--- src/rtl/tsense_pkg.sv ---
package tsense_pkg;

    localparam int REG_W  = 16;
    localparam int CODE_W = 13;
    localparam int PTR_W  = 3;
    localparam int HYS_W  = 7;

    typedef enum logic [PTR_W-1:0] {
        PTR_CAP  = 3'd0,
        PTR_CFG  = 3'd1,
        PTR_HI   = 3'd2,
        PTR_LO   = 3'd3,
        PTR_CRIT = 3'd4,
        PTR_TEMP = 3'd5,
        PTR_MFG  = 3'd6,
        PTR_DEV  = 3'd7
    } ptr_e;

    // configuration bit positions that software decodes
    localparam int CB_CRIT_ONLY = 2;
    localparam int CB_LOCK_CRIT = 6;
    localparam int CB_LOCK_WIN  = 7;
    localparam int CB_SHDN      = 8;
    localparam int CB_HYS_LSB   = 9;

    typedef struct packed {
        logic [1:0] hyst;
        logic       shdn;
        logic       lock_win;
        logic       lock_crit;
        logic       crit_only;
    } cfg_t;

    typedef struct packed {
        logic crit;
        logic hi;
        logic lo;
    } flags_t;

    function automatic logic [HYS_W-1:0] hyst_lsb(input logic [1:0] code);
        case (code)
            2'd0:    return 7'd0;
            2'd1:    return 7'd24;
            2'd2:    return 7'd48;
            default: return 7'd96;
        endcase
    endfunction

    function automatic logic [REG_W-1:0] cfg_word(input cfg_t c);
        return {5'b0, c.hyst, c.shdn, c.lock_win, c.lock_crit, 3'b0, c.crit_only, 2'b0};
    endfunction

    function automatic logic [REG_W-1:0] lim_word(input logic [CODE_W-1:0] v);
        return {{(REG_W-CODE_W){1'b0}}, v};
    endfunction

endpackage

--- src/rtl/tsense_cfg_regs.sv ---
module tsense_cfg_regs
    import tsense_pkg::*;
(
    input  logic                clk,
    input  logic                rst,
    input  logic                we,
    input  logic [PTR_W-1:0]    addr,
    input  logic [REG_W-1:0]    wdata,
    output cfg_t                cfg_q,
    output logic [CODE_W-1:0]   hi_q,
    output logic [CODE_W-1:0]   lo_q,
    output logic [CODE_W-1:0]   crit_q
);

    ptr_e ptr;
    logic any_lock;

    assign ptr      = ptr_e'(addr);
    assign any_lock = cfg_q.lock_crit | cfg_q.lock_win;

    always_ff @(posedge clk) begin
        if (rst) begin
            cfg_q  <= '0;
            hi_q   <= '0;
            lo_q   <= '0;
            crit_q <= '0;
        end else if (we) begin
            case (ptr)
                PTR_CFG: begin
                    cfg_q.crit_only <= wdata[CB_CRIT_ONLY];
                    cfg_q.shdn      <= wdata[CB_SHDN];
                    cfg_q.lock_crit <= cfg_q.lock_crit | wdata[CB_LOCK_CRIT];
                    cfg_q.lock_win  <= cfg_q.lock_win  | wdata[CB_LOCK_WIN];
                    if (!any_lock)
                        cfg_q.hyst <= wdata[CB_HYS_LSB +: 2];
                end
                PTR_HI:   if (!cfg_q.lock_win)  hi_q   <= wdata[CODE_W-1:0];
                PTR_LO:   if (!cfg_q.lock_win)  lo_q   <= wdata[CODE_W-1:0];
                PTR_CRIT: if (!cfg_q.lock_crit) crit_q <= wdata[CODE_W-1:0];
                default: ;
            endcase
        end
    end


    crit_lock_chk: assert property (@(posedge clk) disable iff (rst)
        (cfg_q.lock_crit && we && ptr == PTR_CRIT) |=> $stable(crit_q));


    win_lock_chk: assert property (@(posedge clk) disable iff (rst)
        (cfg_q.lock_win && we && (ptr == PTR_HI || ptr == PTR_LO)) |=> ($stable(hi_q) && $stable(lo_q)));


    hyst_frozen_chk: assert property (@(posedge clk) disable iff (rst)
        any_lock |=> $stable(cfg_q.hyst));


    lock_sticky_chk: assert property (@(posedge clk) disable iff (rst)
        (cfg_q.lock_crit || cfg_q.lock_win) |=>
            (cfg_q.lock_crit >= $past(cfg_q.lock_crit) && cfg_q.lock_win >= $past(cfg_q.lock_win)));

endmodule

--- src/rtl/tsense_limit_cmp.sv ---
module tsense_limit_cmp
    import tsense_pkg::*;
#(
    parameter bit BELOW = 1'b0,
    parameter int W     = CODE_W
) (
    input  logic [W-1:0] temp,
    input  logic [W-1:0] limit,
    input  logic [1:0]   hyst_code,
    input  logic         prev,
    output logic         next
);

    localparam int XW = W + 2;

    logic signed [XW-1:0] t_s;
    logic signed [XW-1:0] l_s;
    logic signed [XW-1:0] h_s;

    assign t_s = {{2{temp[W-1]}}, temp};
    assign l_s = {{2{limit[W-1]}}, limit};
    assign h_s = {{(XW-HYS_W){1'b0}}, hyst_lsb(hyst_code)};

    generate
        if (BELOW) begin : g_below
            logic signed [XW-1:0] release_lvl;
            assign release_lvl = l_s + h_s;
            assign next = prev ? (t_s < release_lvl) : (t_s < l_s);
        end else begin : g_above
            logic signed [XW-1:0] release_lvl;
            assign release_lvl = l_s - h_s;
            assign next = prev ? (t_s >= release_lvl) : (t_s >= l_s);
        end
    endgenerate

endmodule

--- src/rtl/tsense_alarm_eval.sv ---
module tsense_alarm_eval
    import tsense_pkg::*;
(
    input  logic              clk,
    input  logic              rst,
    input  logic              smp_valid,
    input  logic [CODE_W-1:0] smp_code,
    input  cfg_t              cfg,
    input  logic [CODE_W-1:0] hi_lim,
    input  logic [CODE_W-1:0] lo_lim,
    input  logic [CODE_W-1:0] crit_lim,
    output logic [CODE_W-1:0] temp_q,
    output flags_t            flags_q
);

    flags_t nxt;
    logic   accept;

    assign accept = smp_valid & ~cfg.shdn;

    tsense_limit_cmp #(.BELOW(1'b0), .W(CODE_W)) u_crit (
        .temp(smp_code), .limit(crit_lim), .hyst_code(cfg.hyst),
        .prev(flags_q.crit), .next(nxt.crit));

    tsense_limit_cmp #(.BELOW(1'b0), .W(CODE_W)) u_hi (
        .temp(smp_code), .limit(hi_lim), .hyst_code(cfg.hyst),
        .prev(flags_q.hi), .next(nxt.hi));

    tsense_limit_cmp #(.BELOW(1'b1), .W(CODE_W)) u_lo (
        .temp(smp_code), .limit(lo_lim), .hyst_code(cfg.hyst),
        .prev(flags_q.lo), .next(nxt.lo));

    always_ff @(posedge clk) begin
        if (rst) begin
            temp_q  <= '0;
            flags_q <= '0;
        end else if (accept) begin
            temp_q       <= smp_code;
            flags_q.crit <= nxt.crit;
            flags_q.hi   <= nxt.hi & ~cfg.crit_only;
            flags_q.lo   <= nxt.lo & ~cfg.crit_only;
        end
    end


    capture_chk: assert property (@(posedge clk) disable iff (rst)
        accept |=> temp_q == $past(smp_code));


    shdn_hold_chk: assert property (@(posedge clk) disable iff (rst)
        cfg.shdn |=> ($stable(temp_q) && $stable(flags_q)));


    critonly_clear_chk: assert property (@(posedge clk) disable iff (rst)
        (accept && cfg.crit_only) |=> (!flags_q.hi && !flags_q.lo));

endmodule

--- src/rtl/tsense_read_mux.sv ---
module tsense_read_mux
    import tsense_pkg::*;
#(
    parameter logic [REG_W-1:0] MFG_ID    = 16'h5A17,
    parameter logic [REG_W-1:0] DEV_ID    = 16'h0C31,
    parameter bit               EXT_RANGE = 1'b1
) (
    input  logic [PTR_W-1:0]  addr,
    input  cfg_t              cfg,
    input  logic [CODE_W-1:0] hi_lim,
    input  logic [CODE_W-1:0] lo_lim,
    input  logic [CODE_W-1:0] crit_lim,
    input  logic [CODE_W-1:0] temp,
    input  flags_t            flags,
    output logic [REG_W-1:0]  rdata
);

    localparam logic [REG_W-1:0] CAP_WORD = {13'b0, EXT_RANGE, 1'b0, 1'b1};

    always_comb begin
        case (ptr_e'(addr))
            PTR_CAP:  rdata = CAP_WORD;
            PTR_CFG:  rdata = cfg_word(cfg);
            PTR_HI:   rdata = lim_word(hi_lim);
            PTR_LO:   rdata = lim_word(lo_lim);
            PTR_CRIT: rdata = lim_word(crit_lim);
            PTR_TEMP: rdata = {flags.crit,
                               flags.hi & ~cfg.crit_only,
                               flags.lo & ~cfg.crit_only,
                               temp};
            PTR_MFG:  rdata = MFG_ID;
            default:  rdata = DEV_ID;
        endcase
    end

endmodule

--- src/rtl/tsense_alarm_top.sv ---
module tsense_alarm_top
    import tsense_pkg::*;
#(
    parameter logic [15:0] MFG_ID    = 16'h5A17,
    parameter logic [15:0] DEV_ID    = 16'h0C31,
    parameter bit          EXT_RANGE = 1'b1
) (
    input  logic        clk,
    input  logic        rst,
    input  logic        sample_valid,
    input  logic [12:0] sample_code,
    input  logic        reg_we,
    input  logic [2:0]  reg_addr,
    input  logic [15:0] reg_wdata,
    output logic [15:0] reg_rdata,
    output logic        event_o
);

    cfg_t              cfg;
    flags_t            flags;
    logic [CODE_W-1:0] hi_lim;
    logic [CODE_W-1:0] lo_lim;
    logic [CODE_W-1:0] crit_lim;
    logic [CODE_W-1:0] temp;

    tsense_cfg_regs u_regs (
        .clk(clk), .rst(rst), .we(reg_we), .addr(reg_addr), .wdata(reg_wdata),
        .cfg_q(cfg), .hi_q(hi_lim), .lo_q(lo_lim), .crit_q(crit_lim));

    tsense_alarm_eval u_eval (
        .clk(clk), .rst(rst), .smp_valid(sample_valid), .smp_code(sample_code),
        .cfg(cfg), .hi_lim(hi_lim), .lo_lim(lo_lim), .crit_lim(crit_lim),
        .temp_q(temp), .flags_q(flags));

    tsense_read_mux #(.MFG_ID(MFG_ID), .DEV_ID(DEV_ID), .EXT_RANGE(EXT_RANGE)) u_rmux (
        .addr(reg_addr), .cfg(cfg), .hi_lim(hi_lim), .lo_lim(lo_lim),
        .crit_lim(crit_lim), .temp(temp), .flags(flags), .rdata(reg_rdata));

    assign event_o = flags.crit | (~cfg.crit_only & (flags.hi | flags.lo));


    event_critonly_chk: assert property (@(posedge clk) disable iff (rst)
        (cfg.crit_only && !flags.crit) |-> !event_o);


    event_crit_chk: assert property (@(posedge clk) disable iff (rst)
        flags.crit |-> event_o);

endmodule

--- config.mk ---
export PLATFORM = sky130hd
export DESIGN_NAME = tsense_alarm_top
export DESIGN_NICKNAME = d
export VERILOG_FILES = /design/src/rtl/tsense_pkg.sv /design/src/rtl/tsense_cfg_regs.sv /design/src/rtl/tsense_limit_cmp.sv /design/src/rtl/tsense_alarm_eval.sv /design/src/rtl/tsense_read_mux.sv /design/src/rtl/tsense_alarm_top.sv
export SDC_FILE = /design/constraint.sdc
export NUM_CORES = 1
export LEC_CHECK = 0
export BUFFER_PORTS_ARGS = -buffer_cell sky130_fd_sc_hd__buf_2
export CAP_MARGIN = 15
export CORE_UTILIZATION = 51
export CTS_BUF_LIST = sky130_fd_sc_hd__clkbuf_16
export CTS_CLUSTER_DIAMETER = 150
export DETAILED_ROUTE_END_ITERATION = 16
export PLACE_DENSITY = 0.82
export SLEW_MARGIN = 10
export SYNTH_ARGS = -nofsm -noshare
export SYNTH_HDL_FRONTEND = slang
export SYNTH_SLANG_ARGS = --single-unit
--- constraint.sdc ---
create_clock -name clk -period 7.1 [get_ports clk]
set_input_delay 1.775 -clock clk [delete_from_list [all_inputs] [get_ports clk]]
set_output_delay 1.775 -clock clk [all_outputs]
set_load 0.05 [all_outputs]
# Yosys cells after proc, flatten, opt, wreduce, memory -nomap -nowiden
# Index checks and enable logic that the tools add are counted.
# totals
ff_bits,61
in_bits,36
romBits,0
ram_bits,0
elab_cells,57
mem_count,0
out_inout_bits,17
latch_bits,0
# op_classes
reduce_logical,7
n_addsub,3
n_eq_ne,8
multipliers,0
magnitude_cmp,6
muxes,5
n_div,0
n_bitwise,16
shift,0
# op_table
op,n
$pmux 16 s7,1
$ge 13x14->1,2
$sub 13x8->14,2
$ge 13x13->1,2
$pmux 7 s3,1
$add 13x8->14,1
$lt 13x14->1,1
$lt 13x13->1,1
$reduce_and 3->1,4
$eq 3x3->1 const B,3
$and 1x1->1,6
$eq 3x2->1 const B,2
$not 1->1,5
$or 1x1->1,5
$eq 3x1->1 const B,1
$logic_not 3->1,1
$mux 1,3
$eq 2x1->1 const B,1
$eq 2x2->1 const B,1
$logic_not 2->1,1
$reduce_and 2->1,1

# Longest topological paths before layout
# depth
ltp_word,6
depth_mapped,19
mapped_depth_nobuf,19

# By module
# A second synthesis with hierarchy kept.
# hier_totals
hier_cells,672
hier_area_um2,5759.3
# by_module_without_submodules
module,area_per_inst_um2,seq_area_each_um2,instances,cells_each
tsense_cfg_regs,1819.2,900.9,1,168
tsense_limit_cmp at u_eval.u_hi,888.4,0.0,1,117
tsense_limit_cmp at u_eval.u_crit,877.1,0.0,1,117
tsense_limit_cmp at u_eval.u_lo,858.3,0.0,1,110
tsense_read_mux,676.9,0.0,1,86
tsense_alarm_eval,624.3,320.3,1,72
tsense_alarm_top,15.0,0.0,1,2

# Worst setup path before layout
# Ideal clock, no wire load.
# synth_path
kind,input to output
startpoint,input port reg_addr[0]
endpoint,output port reg_rdata[7]
path_slack_ns,1.798
path_buffers,2
cell_stages,6
required_ns,5.325
arrival_time_ns,3.527
path_cell_list,clkbuf_1 > clkbuf_1 > nand2_1 > nor2_1 > a21oi_1 > o21ai_0
# synth_via
elab_chain_cells,2
elab_cells_between_ends,8
classes_between,eq/ne: 6; mux: 1; reduce/logical: 1
# synth_rtl
item,line,rtl
from (decl),tsense_alarm_top.sv:13,"input logic [2:0] reg_addr,"
"$eq 3x3->1, or another cell as far along",tsense_read_mux.sv:21,case (ptr_e'(addr))
$pmux 16 s7 *,tsense_read_mux.sv:21,
to (decl),tsense_alarm_top.sv:15,"output logic [15:0] reg_rdata,"
# Mark *: on every way between the ends. The rest lies on a longest branch, timed or not.

# Worst setup path in the final report
# layout_path
startpoint,input port reg_addr[1]
endpoint,output port reg_rdata[5]
# Same word-level chain as after synthesis.

==> flow_metrics.env <==
export IMPL_status="complete, no violations"
export IMPL_final_nets=809
export IMPL_clk_path_buf_depth=2
export IMPL_ys_types=56
export IMPL_final_hold_viol_count=0
export IMPL_p_leak_nw=2.45
export IMPL_port_buffers=49
export IMPL_ir_worst_vdd_mv=0.163
export IMPL_cts_tree="yes"
export IMPL_crit_path_end_kind="output port"
export IMPL_ys_ff_latch=61
export IMPL_min_period_ns=5.38
export IMPL_drv_cap=0
export IMPL_start_util=0.532
export IMPL_async_reset_ff_frac=0
export IMPL_antenna_found_initial=0
export IMPL_postLayoutSetupSlackWorst_ns=1.72
export IMPL_cts_hold_buf=0
export IMPL_core_area_sq_um=9910
export IMPL_cp_required_ns=5.33
export IMPL_cpPeakStageDelay_ns=0.66
export IMPL_avgSynthCellArea_sq_um=8.04
export IMPL_grt_pass1_wl_mm=23.6
export IMPL_synth_area_sq_um=5280
export IMPL_avgRoutedWirePerCell_microns=17.8
export IMPL_fill_cells=915
export IMPL_crit_path_max_fanout=27
export IMPL_hold_ws_ns=0.455
export IMPL_cts_buffers_inserted=9
export IMPL_worstSetupStartpointType="primary input"
export IMPL_synth_top_area_frac=0.231
export IMPL_syn_nets=779
export IMPL_clock_sinks=61
export IMPL_gp_congestion=0.926
export IMPL_drt_vias_per_instance=5.97
export IMPL_rrSetupSlack_ns=2.74
export IMPL_min_path_type="reg2reg"
export IMPL_rr_worst_depth=18
export IMPL_ctsResizeCount=0
export IMPL_drv_slew=0
export IMPL_place_hpwl_mm=11.0
export IMPL_rsz0062_at_grt="no"
export IMPL_path_cells="buf_2, nor2b_1, a221oi_1, a31oi_1, buf_2"
export IMPL_powerDensity_nw_per_um2=179
export IMPL_clk_pin_slew_ns=0.05
export IMPL_synthCells=656
export IMPL_fin_worst_skew_ns=0.00533
export IMPL_grt_max_degree=64
export IMPL_dieArea_sq_um=10800
export IMPL_ant_nets=0
export IMPL_max_slew_margin_rel=0.290
export IMPL_ys_flop_type="dfxtp_1"
export IMPL_die_x_microns=104
export IMPL_htreeDepth=3
export IMPL_setup_viol_count_final=0
export IMPL_cpMostUsedCell="buf_2"
export IMPL_clk_latency_ns=0.34
export IMPL_synth_warnings=0
export IMPL_yosys_area_top_type="dfxtp_1"
export IMPL_synth_edf_count=0
export IMPL_place_inst=808
export IMPL_num_rows=36
export IMPL_drtIter0Drc=291
export IMPL_first_global_vias=4605
export IMPL_synthTopCellsByArea="dfxtp_1 23%, ha_1 20%, mux2i_1 9.1%"
export IMPL_drive_gt1_frac=0.106
export IMPL_criticalPathCategory="in2out"
export IMPL_wl_mm=14.6
export IMPL_ios=53
export IMPL_die_h_microns=104
export IMPL_diodes=0
export IMPL_fin_crit_sh=0.758
export IMPL_cp_slowest_cell="nor2b_1"
export IMPL_cts_setup_buffers=0
export IMPL_vias=4923
export IMPL_tns_ns=0
export IMPL_finalNonFillerCells=824
export IMPL_grt_ovfl_total=0
export IMPL_worstPathArrival_ns=3.61
export IMPL_cts_root_buffer="clkbuf_16"
export IMPL_firstDrtPassIters=5
export IMPL_grt_util_all_layers=0.280
export IMPL_hold_depth=2
export IMPL_worstMarginPinSlew_ns=1.07
export IMPL_clock_fmax_mhz=186
export IMPL_dp_slack_ns=1.82
export IMPL_ys_seq_area_frac=0.231
export IMPL_syn_to_final_growth_pct=10.3
export IMPL_drc=0
==> area by class of cell <==
cell class	count	area [sq um]	area share
Clock buffer	9	225	0.0387
Clock inverter	7	57.6	0.00989
Inverter	49	184	0.0316
Multi-Input combinational cell	514	3700	0.636
Sequential cell	61	1220	0.210
Tap cell	133	166	0.0286
Timing Repair Buffer	51	260	0.0447
==> stage by stage <==
stage | utilization | total power (W) | area (sq um)
after floorplan | - | 0.000548 | 5280
after global placement | 0.558 | 0.000607 | 5530
after detailed placement | 0.558 | 0.000617 | 5530
after CTS | 0.587 | 0.00104 | 5820
after global routing | 0.587 | 0.00109 | 5820
final | 0.587 | 0.00104 | 5820
==> layer usage <==
layer,global-route usage,share of wire,up-vias,wire [microns]
met5,0,0,-,0
met4,0.121,0.034,0,494
met3,0.0692,0.079,35,1160
met2,0.452,0.46,200,6780
met1,0.355,0.42,2322,6210
li1,-,-,2366,-
==> worst paths after layout <==
kind,from,endpoint
max,reg_addr[1],reg_rdata[5]
max reg2reg,u_regs.cfg_q[5],u_eval.flags_q[0]
min reg2reg,u_eval.temp_q[5],u_eval.temp_q[5]
min,u_eval.temp_q[5],u_eval.temp_q[5]
==> synthesized netlist by cell type (all sizes together) (5+ instances only) <==
master  number
a31oi        7
nand2b       8
clkbuf      18
a211oi       7
nor2        78
o21ai       32
mux2i       48
nand2       65
inv         49
nand3       13
xnor2       25
a21o        15
dfxtp       61
a21oi       55
nor3         5
nand4        8
buf         14
ha          84
a221oi       5
nor2b        8
==> layout by cell type, fill, tap and decap left out, drive strengths merged, types with 7 or more instances in the layout <==
| master | netlist | routed |
|---|---|---|
| nand2b | 8 | 8 |
| buf | 14 | 51 |
| a21oi | 55 | 55 |
| inv | 49 | 50 |
| a21o | 15 | 15 |
| ha | 84 | 84 |
| mux2i | 48 | 48 |
| nor2 | 78 | 78 |
| clkbuf | 18 | 9 |
| o21ai | 32 | 32 |
| nand3 | 13 | 13 |
| a31oi | 7 | 7 |
| nand2 | 65 | 65 |
| nor2b | 8 | 8 |
| nand4 | 8 | 8 |
| dfxtp | 61 | 61 |
| xnor2 | 25 | 25 |
| a211oi | 7 | 7 |
==> flip-flops by register name, indices dropped and copies added (netlist names) <==
signal / count
u_regs.lo_q: 13
u_regs.crit_q: 13
u_eval.flags_q: 3
u_eval.temp_q: 13
u_regs.cfg_q: 6
u_regs.hi_q: 13
==> report_power, final <==
group | leakage [nW] | switching, W | internal [W]
Sequential | 0.496 | 0.0000126 | 0.000354
Clock | 0.148 | 0.000159 | 0.000266
Combinational | 1.81 | 0.000154 | 0.0000942
==> cell families (layout without fill, tap and decap cells) <==
group | after synthesis | in the layout | synth area share
buf+inv | 81 | 116 | 0.0666
compound gates | 146 | 146 | 0.173
xor+xnor | 27 | 27 | 0.0448
fa+ha+maj | 87 | 87 | 0.211
simple gates | 205 | 205 | 0.180
flops | 61 | 61 | 0.231
mux | 49 | 49 | 0.0932
==> worst max-delay path: cells and delay by family <==
kind	cells	cell delay, ns
buffers and inverters	2	0.73
AND/OR/NAND/NOR	1	0.66
AO/OA/AOI/OAI	2	0.43
No activity file was read; power rests on OpenSTA's default activity.
